### src/rtl/ipg_pkg.sv
package ipg_pkg;
  localparam int unsigned GAP_W  = 7;
  localparam int unsigned CNT_W  = GAP_W + 1;
  localparam int unsigned REG_W  = GAP_W + 1;
  localparam int unsigned FD_OFS = 3;
  localparam int unsigned HD_OFS = 6;

  typedef enum logic {
    DPX_HALF = 1'b0,
    DPX_FULL = 1'b1
  } duplex_e;
endpackage

### src/rtl/ipg_gap_cfg.sv
module ipg_gap_cfg #(
  parameter int unsigned GAP_W = ipg_pkg::GAP_W,
  localparam int unsigned REG_W = GAP_W + 1
) (
  input  logic             clk,
  input  logic             rst_n,
  input  logic             we,
  input  logic [REG_W-1:0] wdata,
  output logic [REG_W-1:0] rdata,
  output logic [GAP_W-1:0] gap
);
  logic [GAP_W-1:0] gap_q, gap_d;

  always_comb begin
    gap_d = gap_q;
    if (we) gap_d = wdata[GAP_W-1:0];
  end

  always_ff @(posedge clk or negedge rst_n) begin
    if (!rst_n) gap_q <= '0;
    else        gap_q <= gap_d;
  end

  assign gap   = gap_q;
  assign rdata = {1'b0, gap_q};

  // top bit never reads as one
  always_comb begin
    if (rst_n) p_top_bit_zero_r2: assert (rdata[REG_W-1] == 1'b0);
  end

  // a write is visible on the next cycle
  p_write_seen_r2: assert property (@(posedge clk) disable iff (!rst_n)
    we |=> rdata[GAP_W-1:0] == $past(wdata[GAP_W-1:0]));
endmodule

### src/rtl/ipg_gap_counter.sv
module ipg_gap_counter #(
  parameter int unsigned GAP_W  = ipg_pkg::GAP_W,
  parameter int unsigned FD_OFS = ipg_pkg::FD_OFS,
  parameter int unsigned HD_OFS = ipg_pkg::HD_OFS,
  localparam int unsigned CNT_W = GAP_W + 1
) (
  input  logic             clk,
  input  logic             rst_n,
  input  logic             nib_en,
  input  logic             frame_done,
  input  logic             full_duplex,
  input  logic [GAP_W-1:0] gap,
  output logic             ready
);
  import ipg_pkg::*;

  localparam logic [CNT_W-1:0] FD_ADD = CNT_W'(FD_OFS);
  localparam logic [CNT_W-1:0] HD_ADD = CNT_W'(HD_OFS);

  logic [CNT_W-1:0] cnt_q, cnt_d;
  logic [CNT_W-1:0] offset;
  logic [CNT_W-1:0] load_val;
  logic             cnt_zero;
  duplex_e          dpx;

  assign dpx      = duplex_e'(full_duplex);
  assign offset   = (dpx == DPX_FULL) ? FD_ADD : HD_ADD;
  assign load_val = {1'b0, gap} + offset;
  assign cnt_zero = (cnt_q == '0);

  always_comb begin
    cnt_d = cnt_q;
    if (frame_done)             cnt_d = load_val;
    else if (nib_en && !cnt_zero) cnt_d = cnt_q - 1'b1;
  end

  always_ff @(posedge clk or negedge rst_n) begin
    if (!rst_n) cnt_q <= '0;
    else        cnt_q <= cnt_d;
  end

  assign ready = cnt_zero;

  // a frame end always opens a gap of at least three periods
  p_gap_opens_r3: assert property (@(posedge clk) disable iff (!rst_n)
    frame_done |=> !ready);

  // without an enable the count does not move
  p_stall_r5: assert property (@(posedge clk) disable iff (!rst_n)
    (!nib_en && !frame_done) |=> $stable(cnt_q));

  // ready holds until the next frame end
  p_idle_hold_r10: assert property (@(posedge clk) disable iff (!rst_n)
    (ready && !frame_done) |=> ready);

  // the count never wraps below zero
  p_no_underflow_r5: assert property (@(posedge clk) disable iff (!rst_n)
    (cnt_zero && !frame_done) |=> cnt_zero);
endmodule

### src/rtl/ipg_grant_ctl.sv
module ipg_grant_ctl (
  input  logic clk,
  input  logic rst_n,
  input  logic nib_en,
  input  logic frame_done,
  input  logic frame_req,
  input  logic ready,
  output logic frame_go
);
  logic pend_q, pend_d;
  logic want;

  assign want     = frame_req | pend_q;
  assign frame_go = want & ready & nib_en & ~frame_done;

  always_comb begin
    pend_d = pend_q;
    if (frame_go)       pend_d = 1'b0;
    else if (frame_req) pend_d = 1'b1;
  end

  always_ff @(posedge clk or negedge rst_n) begin
    if (!rst_n) pend_q <= 1'b0;
    else        pend_q <= pend_d;
  end

  // never grant while a frame is ending
  p_no_go_on_end_r9: assert property (@(posedge clk) disable iff (!rst_n)
    frame_done |-> !frame_go);

  // grant only when the gap is over, on a nibble period
  p_go_qualified_r7: assert property (@(posedge clk) disable iff (!rst_n)
    frame_go |-> (ready && nib_en));

  // one grant per request, no second pulse without a new request
  p_single_go_r7: assert property (@(posedge clk) disable iff (!rst_n)
    (frame_go && !frame_req) |=> !frame_go || $past(frame_req) == 1'b0 && frame_req);

  // a held request is not dropped before its grant
  p_pend_kept_r7: assert property (@(posedge clk) disable iff (!rst_n)
    (pend_q && !frame_go) |=> pend_q);
endmodule

### src/rtl/ipg_b2b_timer.sv
module ipg_b2b_timer #(
  parameter int unsigned GAP_W       = ipg_pkg::GAP_W,
  parameter int unsigned FD_OFS      = ipg_pkg::FD_OFS,
  parameter int unsigned HD_OFS      = ipg_pkg::HD_OFS,
  parameter int unsigned SYNC_STAGES = 2,
  localparam int unsigned REG_W      = GAP_W + 1
) (
  input  logic             clk,
  input  logic             rst_n,
  input  logic             nib_en,
  input  logic             frame_done,
  input  logic             frame_req,
  output logic             frame_go,
  output logic             gap_ready,
  input  logic             full_duplex,
  input  logic             cfg_we,
  input  logic [REG_W-1:0] cfg_wdata,
  output logic [REG_W-1:0] cfg_rdata
);
  logic [SYNC_STAGES-1:0] rst_pipe;
  logic                   rst_n_i;
  logic [GAP_W-1:0]       gap;

  generate
    if (SYNC_STAGES == 0) begin : g_nosync
      assign rst_n_i  = rst_n;
      assign rst_pipe = '0;
    end else begin : g_sync
      always_ff @(posedge clk or negedge rst_n) begin
        if (!rst_n) rst_pipe <= '0;
        else        rst_pipe <= {rst_pipe[SYNC_STAGES-2:0], 1'b1};
      end
      assign rst_n_i = rst_pipe[SYNC_STAGES-1];
    end
  endgenerate

  ipg_gap_cfg #(.GAP_W(GAP_W)) u_cfg (
    .clk   (clk),
    .rst_n (rst_n_i),
    .we    (cfg_we),
    .wdata (cfg_wdata),
    .rdata (cfg_rdata),
    .gap   (gap)
  );

  ipg_gap_counter #(.GAP_W(GAP_W), .FD_OFS(FD_OFS), .HD_OFS(HD_OFS)) u_cnt (
    .clk         (clk),
    .rst_n       (rst_n_i),
    .nib_en      (nib_en),
    .frame_done  (frame_done),
    .full_duplex (full_duplex),
    .gap         (gap),
    .ready       (gap_ready)
  );

  ipg_grant_ctl u_grant (
    .clk        (clk),
    .rst_n      (rst_n_i),
    .nib_en     (nib_en),
    .frame_done (frame_done),
    .frame_req  (frame_req),
    .ready      (gap_ready),
    .frame_go   (frame_go)
  );

  // out of reset the timer is idle
  p_reset_idle_r1: assert property (@(posedge clk) disable iff (!rst_n_i)
    $rose(rst_n_i) |-> gap_ready);
endmodule

### config.mk
export PLATFORM = sky130hd
export DESIGN_NAME = ipg_b2b_timer
export DESIGN_NICKNAME = d
export VERILOG_FILES = /design/src/rtl/ipg_pkg.sv /design/src/rtl/ipg_gap_cfg.sv /design/src/rtl/ipg_gap_counter.sv /design/src/rtl/ipg_grant_ctl.sv /design/src/rtl/ipg_b2b_timer.sv
export SDC_FILE = /design/constraint.sdc
export NUM_CORES = 1
export LEC_CHECK = 0
export BUFFER_PORTS_ARGS = -buffer_cell sky130_fd_sc_hd__buf_2
export CAP_MARGIN = 40
export CORE_ASPECT_RATIO = 1.75
export CORE_MARGIN = 2
export CORE_UTILIZATION = 30
export CTS_CLUSTER_DIAMETER = 30
export DETAILED_ROUTE_END_ITERATION = 8
export PLACE_DENSITY = 0.52
export SLEW_MARGIN = 0
export SYNTH_ARGS = -nofsm -noshare
export SYNTH_HDL_FRONTEND = slang
export SYNTH_SLANG_ARGS = --single-unit
### constraint.sdc
create_clock -name clk -period 3 [get_ports clk]
set_clock_uncertainty 0.15 [all_clocks]
set_input_delay 0.75 -clock clk [delete_from_list [all_inputs] [get_ports clk]]
set_output_delay 0.75 -clock clk [all_outputs]
set_load 0.01 [all_outputs]
# ---- Yosys cells after proc, flatten, opt, wreduce, memory -nomap -nowiden
# Index checks and enable logic that the tools add are counted.
# W data, S select, Z words.
dict set report op_classes {
  n_addsub 2
  muxes 5
  n_bitwise 5
  n_reduce_logical 5
}
# cell count
set ops {}
lappend ops {{$mux W8} 2}
lappend ops {{$add A7 B8 Y8} 1}
lappend ops {{$logic_not A8 Y1} 1}
lappend ops {{$sub A8 B1 Y8 const B} 1}
lappend ops {{$reduce_bool A2 Y1} 2}
lappend ops {{$and A1 B1 Y1} 3}
lappend ops {{$mux W3} 1}
lappend ops {{$mux W1} 2}
lappend ops {{$logic_and A1 B1 Y1} 1}
lappend ops {{$logic_not A1 Y1} 1}
lappend ops {{$not A1 Y1} 1}
lappend ops {{$or A1 B1 Y1} 1}
dict set report word_totals {
  reg_bits 18
  inputBits 15
  output_inout_bits 10
  wordCells 21
}

# ---- Logic depth before layout (Yosys ltp)
dict set report logic_depth {
  ltp_word 5
  mapped_depth 7
  ltp_nobuf 7
}

# ---- Modules after synthesis
# From an unflattened synthesis, not the netlist that was laid out.
dict set report unflattened {
  cells_unflattened 98
  area_unflattened_um2 1081.0
}
# module instances cells_each area_per_inst_um2
set modules_own_cells {}
lappend modules_own_cells {ipg_gap_counter 1 66 620.6}
lappend modules_own_cells {ipg_gap_cfg 1 24 355.3}
lappend modules_own_cells {ipg_b2b_timer 1 3 53.8}
lappend modules_own_cells {ipg_grant_ctl 1 5 51.3}

# ---- Worst setup path before layout
# No wires, ideal clock.
dict set report synth_timing {
  path_kind {reg2out}
  startpoint {register u_cnt.cnt_q[0]}
  endpoint {output port frame_go}
  arrival_time_ps 1685
  required_time_ps 2100
  setup_slack_ps 415
  stages_incl_launch_ff 6
  cell_sequence {dfrtp_1 inv_1 ha_1 or4b_4 nor2_1 nor4b_2}
}
dict set report synth_via {
  elab_chain_cells 4
}
# item line
set synth_rtl {}
lappend synth_rtl {{start: declaration} ipg_gap_counter.sv:20} ;# logic [CNT_W-1:0] cnt_q, cnt_d;
lappend synth_rtl {{start signal: assignment} ipg_gap_counter.sv:39} ;# else cnt_q <= cnt_d;
lappend synth_rtl {{$logic_not A8 Y1} ipg_gap_counter.sv:29} ;# assign cnt_zero = (cnt_q == '0);
lappend synth_rtl {{named net gap_ready} ipg_b2b_timer.sv:14} ;# output logic gap_ready,
lappend synth_rtl {{$and A1 B1 Y1 (3 in series)} ipg_grant_ctl.sv:14} ;# assign frame_go = want & ready & nib_en & ~frame_done;
lappend synth_rtl {{end: declaration} ipg_b2b_timer.sv:13} ;# output logic frame_go,
# The timed path passes the listed nets, and every way through them passes these cells.

# ---- Final worst setup path
dict set report layout_timing {
  startpoint {register u_cnt.cnt_q[0]}
  endpoint {output port frame_go}
}
dict set report layout_via {
  elab_chain_cells 4
}
# item line
set layout_rtl {}
lappend layout_rtl {{$logic_not A8 Y1} ipg_gap_counter.sv:29}
lappend layout_rtl {{$and A1 B1 Y1 (3 in series)} ipg_grant_ctl.sv:14}
# Every way passes these cells.

==> results_dict.tcl <==
set metrics [dict create \
    crit_fanout 4 \
    post_drt_wl_per_cell_um 12.0 \
    r2r-start "u_cnt.cnt_q[0]" \
    syn_area_sq_um 1040 \
    place_inst 162 \
    drcViolationCount 0 \
    ir_drop_mv 0.286 \
    cp_num_buf_inv 2 \
    wl_um 2000 \
    placementRows 28 \
    synth_compound_area_share_pct 12.6 \
    design.core.area_sq_um 3360 \
    cp_data_required_time_ns 2.10 \
    clock_path_buffers 2 \
    cts_hold_buf 0 \
    cellLeakagePower_nw 0.553 \
    synth_mux_area_share_pct 11.4 \
    nFillCells 358 \
    crit_start "u_cnt.cnt_q[0]" \
    avgSynthCellArea_sq_um 10.6 \
    hpwl_um 1630 \
    setup_viol 0 \
    place.gp.congestion 0.838 \
    finalCritPeriodShare_pct 94.1 \
    dr_total_vias 798 \
    drt_pass1_iterations 4 \
    arrival_ns 1.92 \
    finalNetCount 142 \
    drive_above_1_share_pct 31.4 \
    io_buffers 22 \
    clockRootBuffer "clkbuf_8" \
    crit_path_end "frame_go" \
    synth_top_flop_cell "dfrtp_1" \
    maxSlewViolCount 0 \
    clkTransAtPathRegs_ns 0.07 \
    hold_viol_final 0 \
    fin_util_pct 37.1 \
    cp_top_family "simple AND/OR/NAND/NOR gates" \
    worst-setup-path-type "reg -> out" \
    grt_pass1_vias 841 \
    rsz0062_at_grt "false" \
    grt_pass1_wl_um 3520 \
    synthesis.instances 99 \
    synth_top_family_by_area "simple AND/OR/NAND/NOR gates" \
    slowest_delay_ns 0.50 \
    area_delta_synth_final_pct 19.5 \
    worstMarginPinSlew_ns 0.672 \
    placed_area_sq_um 1190 \
    fin_cells 166 \
    ios 25 \
    die_y_um 82.1 \
    synth_edf_count 0 \
    ys_ff_latch 18 \
    fin_setup_tns_ns 0 \
    cts.sinks 18 \
    grt_max_degree 17 \
    start_kind "register" \
    stdcell_area_sq_um 1250 \
    grt_overflow 0 \
    crit_cells 6 \
    vias_per_cell 4.81 \
    max_freq_mhz 354 \
    diodes 0 \
    min_path_type "in -> async" \
    r2r_setup_slack_ns 0.94 \
    setup_ws_ns 0.176 \
    cts_tree "done" \
    synthAdderAreaFrac_pct 5.99 \
    ys_seq_area_share_pct 43.1 \
    dp_slack_ns 0.389 \
    dieArea_sq_um 3990 \
    power_density_nw_per_um2 562 \
    synth.distinct_cells 37 \
    postCtsSetupBuffers 0 \
    ys_warn_count 0 \
    maxCapViolCount 0 \
    syn_nets 119 \
    start_util_pct 31.1 \
    crit_slowest_cell "or4b_4" \
    status "finished, final reports clean" \
    ant_nets 0 \
    fin_crit_ns 2.82 \
    relSlewSlack_pct 55.2 \
    synth_async_sr_flop_share_pct 100 \
    antenna_found_initial 0 \
    grt_util_all_layers_pct 11.3 \
    htree_levels 1 \
    drt-initial-drc-count 35 \
    reg2reg_depth 6 \
    cp_cell_sequence "inv_1 -> ha_1 -> or4b_4 -> nor2_2 -> nor4b_2 -> buf_2" \
    die_x_um 48.6 \
    r2r_end "u_cnt.cnt_q[1]" \
    synth-simple-area-share_pct 13.9 \
    clk_latency_ns 0.25 \
    crit_path_end_kind "output pin" \
    cts_made_buffers 3 \
    synth_xor_area_share_pct 7.54 \
]
-- layout by cell type (no fill, tap or decap), types with 2 or more instances in the layout --
cell type  Yosys  final
buf_2          0     22
dfrtp_1       18     18
inv_1          8      8
mux2_2         6      6
o21ai_0        5      5
nand2_1        5      5
xnor2_1        5      5
ha_1           5      5
nor3_1         4      4
mux2i_1        4      4
xor2_1         4      4
clkbuf_8       0      4
a211oi_1       3      3
a21oi_1        3      3
nor3b_1        2      2
conb_1         2      2
-- synthesized netlist by cell type (2+ instances only) --
master    number  area (sq um)
dfrtp_1       18           450
inv_1          8          30.0
mux2_2         6          67.6
ha_1           5          62.6
nand2_1        5          18.8
o21ai_0        5          25.0
xnor2_1        5          43.8
mux2i_1        4          40.0
nor3_1         4          20.0
xor2_1         4          35.0
a211oi_1       3          22.5
a21oi_1        3          15.0
clkbuf_1       2          7.51
conb_1         2          7.51
nor2_1         2          7.51
nor3b_1        2          15.0
-- where the power goes --
group	leakage, nW	switching [mW]	internal [mW]
clock	0.0288	0.0788	0.116
combinational	0.314	0.0929	0.0899
sequential	0.210	0.0433	0.281
total	0.553	0.215	0.487
-- repair_timing --
action                     CTS  global route
gates resized for setup      0             1
hold endpoints to repair     0             0
setup endpoints to repair    0             1
-- sequential cells by signal, summed over array words and instances (netlist names) --
name	count
u_cfg.gap	7
u_grant.pend_q	1
rst_pipe	2
u_cnt.cnt_q	8
-- per-layer routing --
metal	share of wire, %	routed length, um	GRT usage, %	vias to the layer above
li1	-	-	-	393
met1	39	779	12.0	369
met2	53	1060	21.2	30
met3	5.8	115	1.82	6
met4	2.3	45	6.00	0
met5	0	0	0	-
-- cells by family after synthesis --
group / after synthesis
buffers and inverters: 12
other: 2
AO/OA/AOI/OAI: 19
XOR/XNOR: 9
multiplexers: 11
adder cells (fa/ha/maj): 5
flip-flops: 18
AND/OR/NAND/NOR: 23
-- final cells by class --
cell class	instances	area (sq um)	share of cell area [%]
multi-input cells	69	547	43.8
flip-flops and latches	18	450	36.1
clock buffers	4	55.1	4.41
well taps	45	56.3	4.51
inverters	8	30.0	2.40
repair buffers	22	110	8.82
-- how the worst min path moves through the flow --
stage	start	end	slack, ns	cells after the start
6_report	rst_n	rst_pipe[0]	0.12	1
5_1_grt	rst_n	rst_pipe[0]	0.11	1
4_1_cts	rst_n	rst_pipe[0]	0.12	1
3_5_place_dp	rst_pipe[1]	u_cfg.gap[0]	0.14	0
3_3_place_gp	rst_pipe[1]	u_cnt.cnt_q[0]	0.15	0
2_1_floorplan	rst_pipe[1]	u_cfg.gap[0]	0.05	0
-- through the flow --
step / power [mW] / hold WS (ns)
6_report: 0.702 / 0.116
5_1_grt: 0.748 / 0.112
4_1_cts: 0.709 / 0.116
3_5_place_dp: 0.513 / 0.141
3_3_place_gp: 0.509 / 0.152
2_1_floorplan: 0.460 / 0.0498
Power figures use the tool's default switching activity.
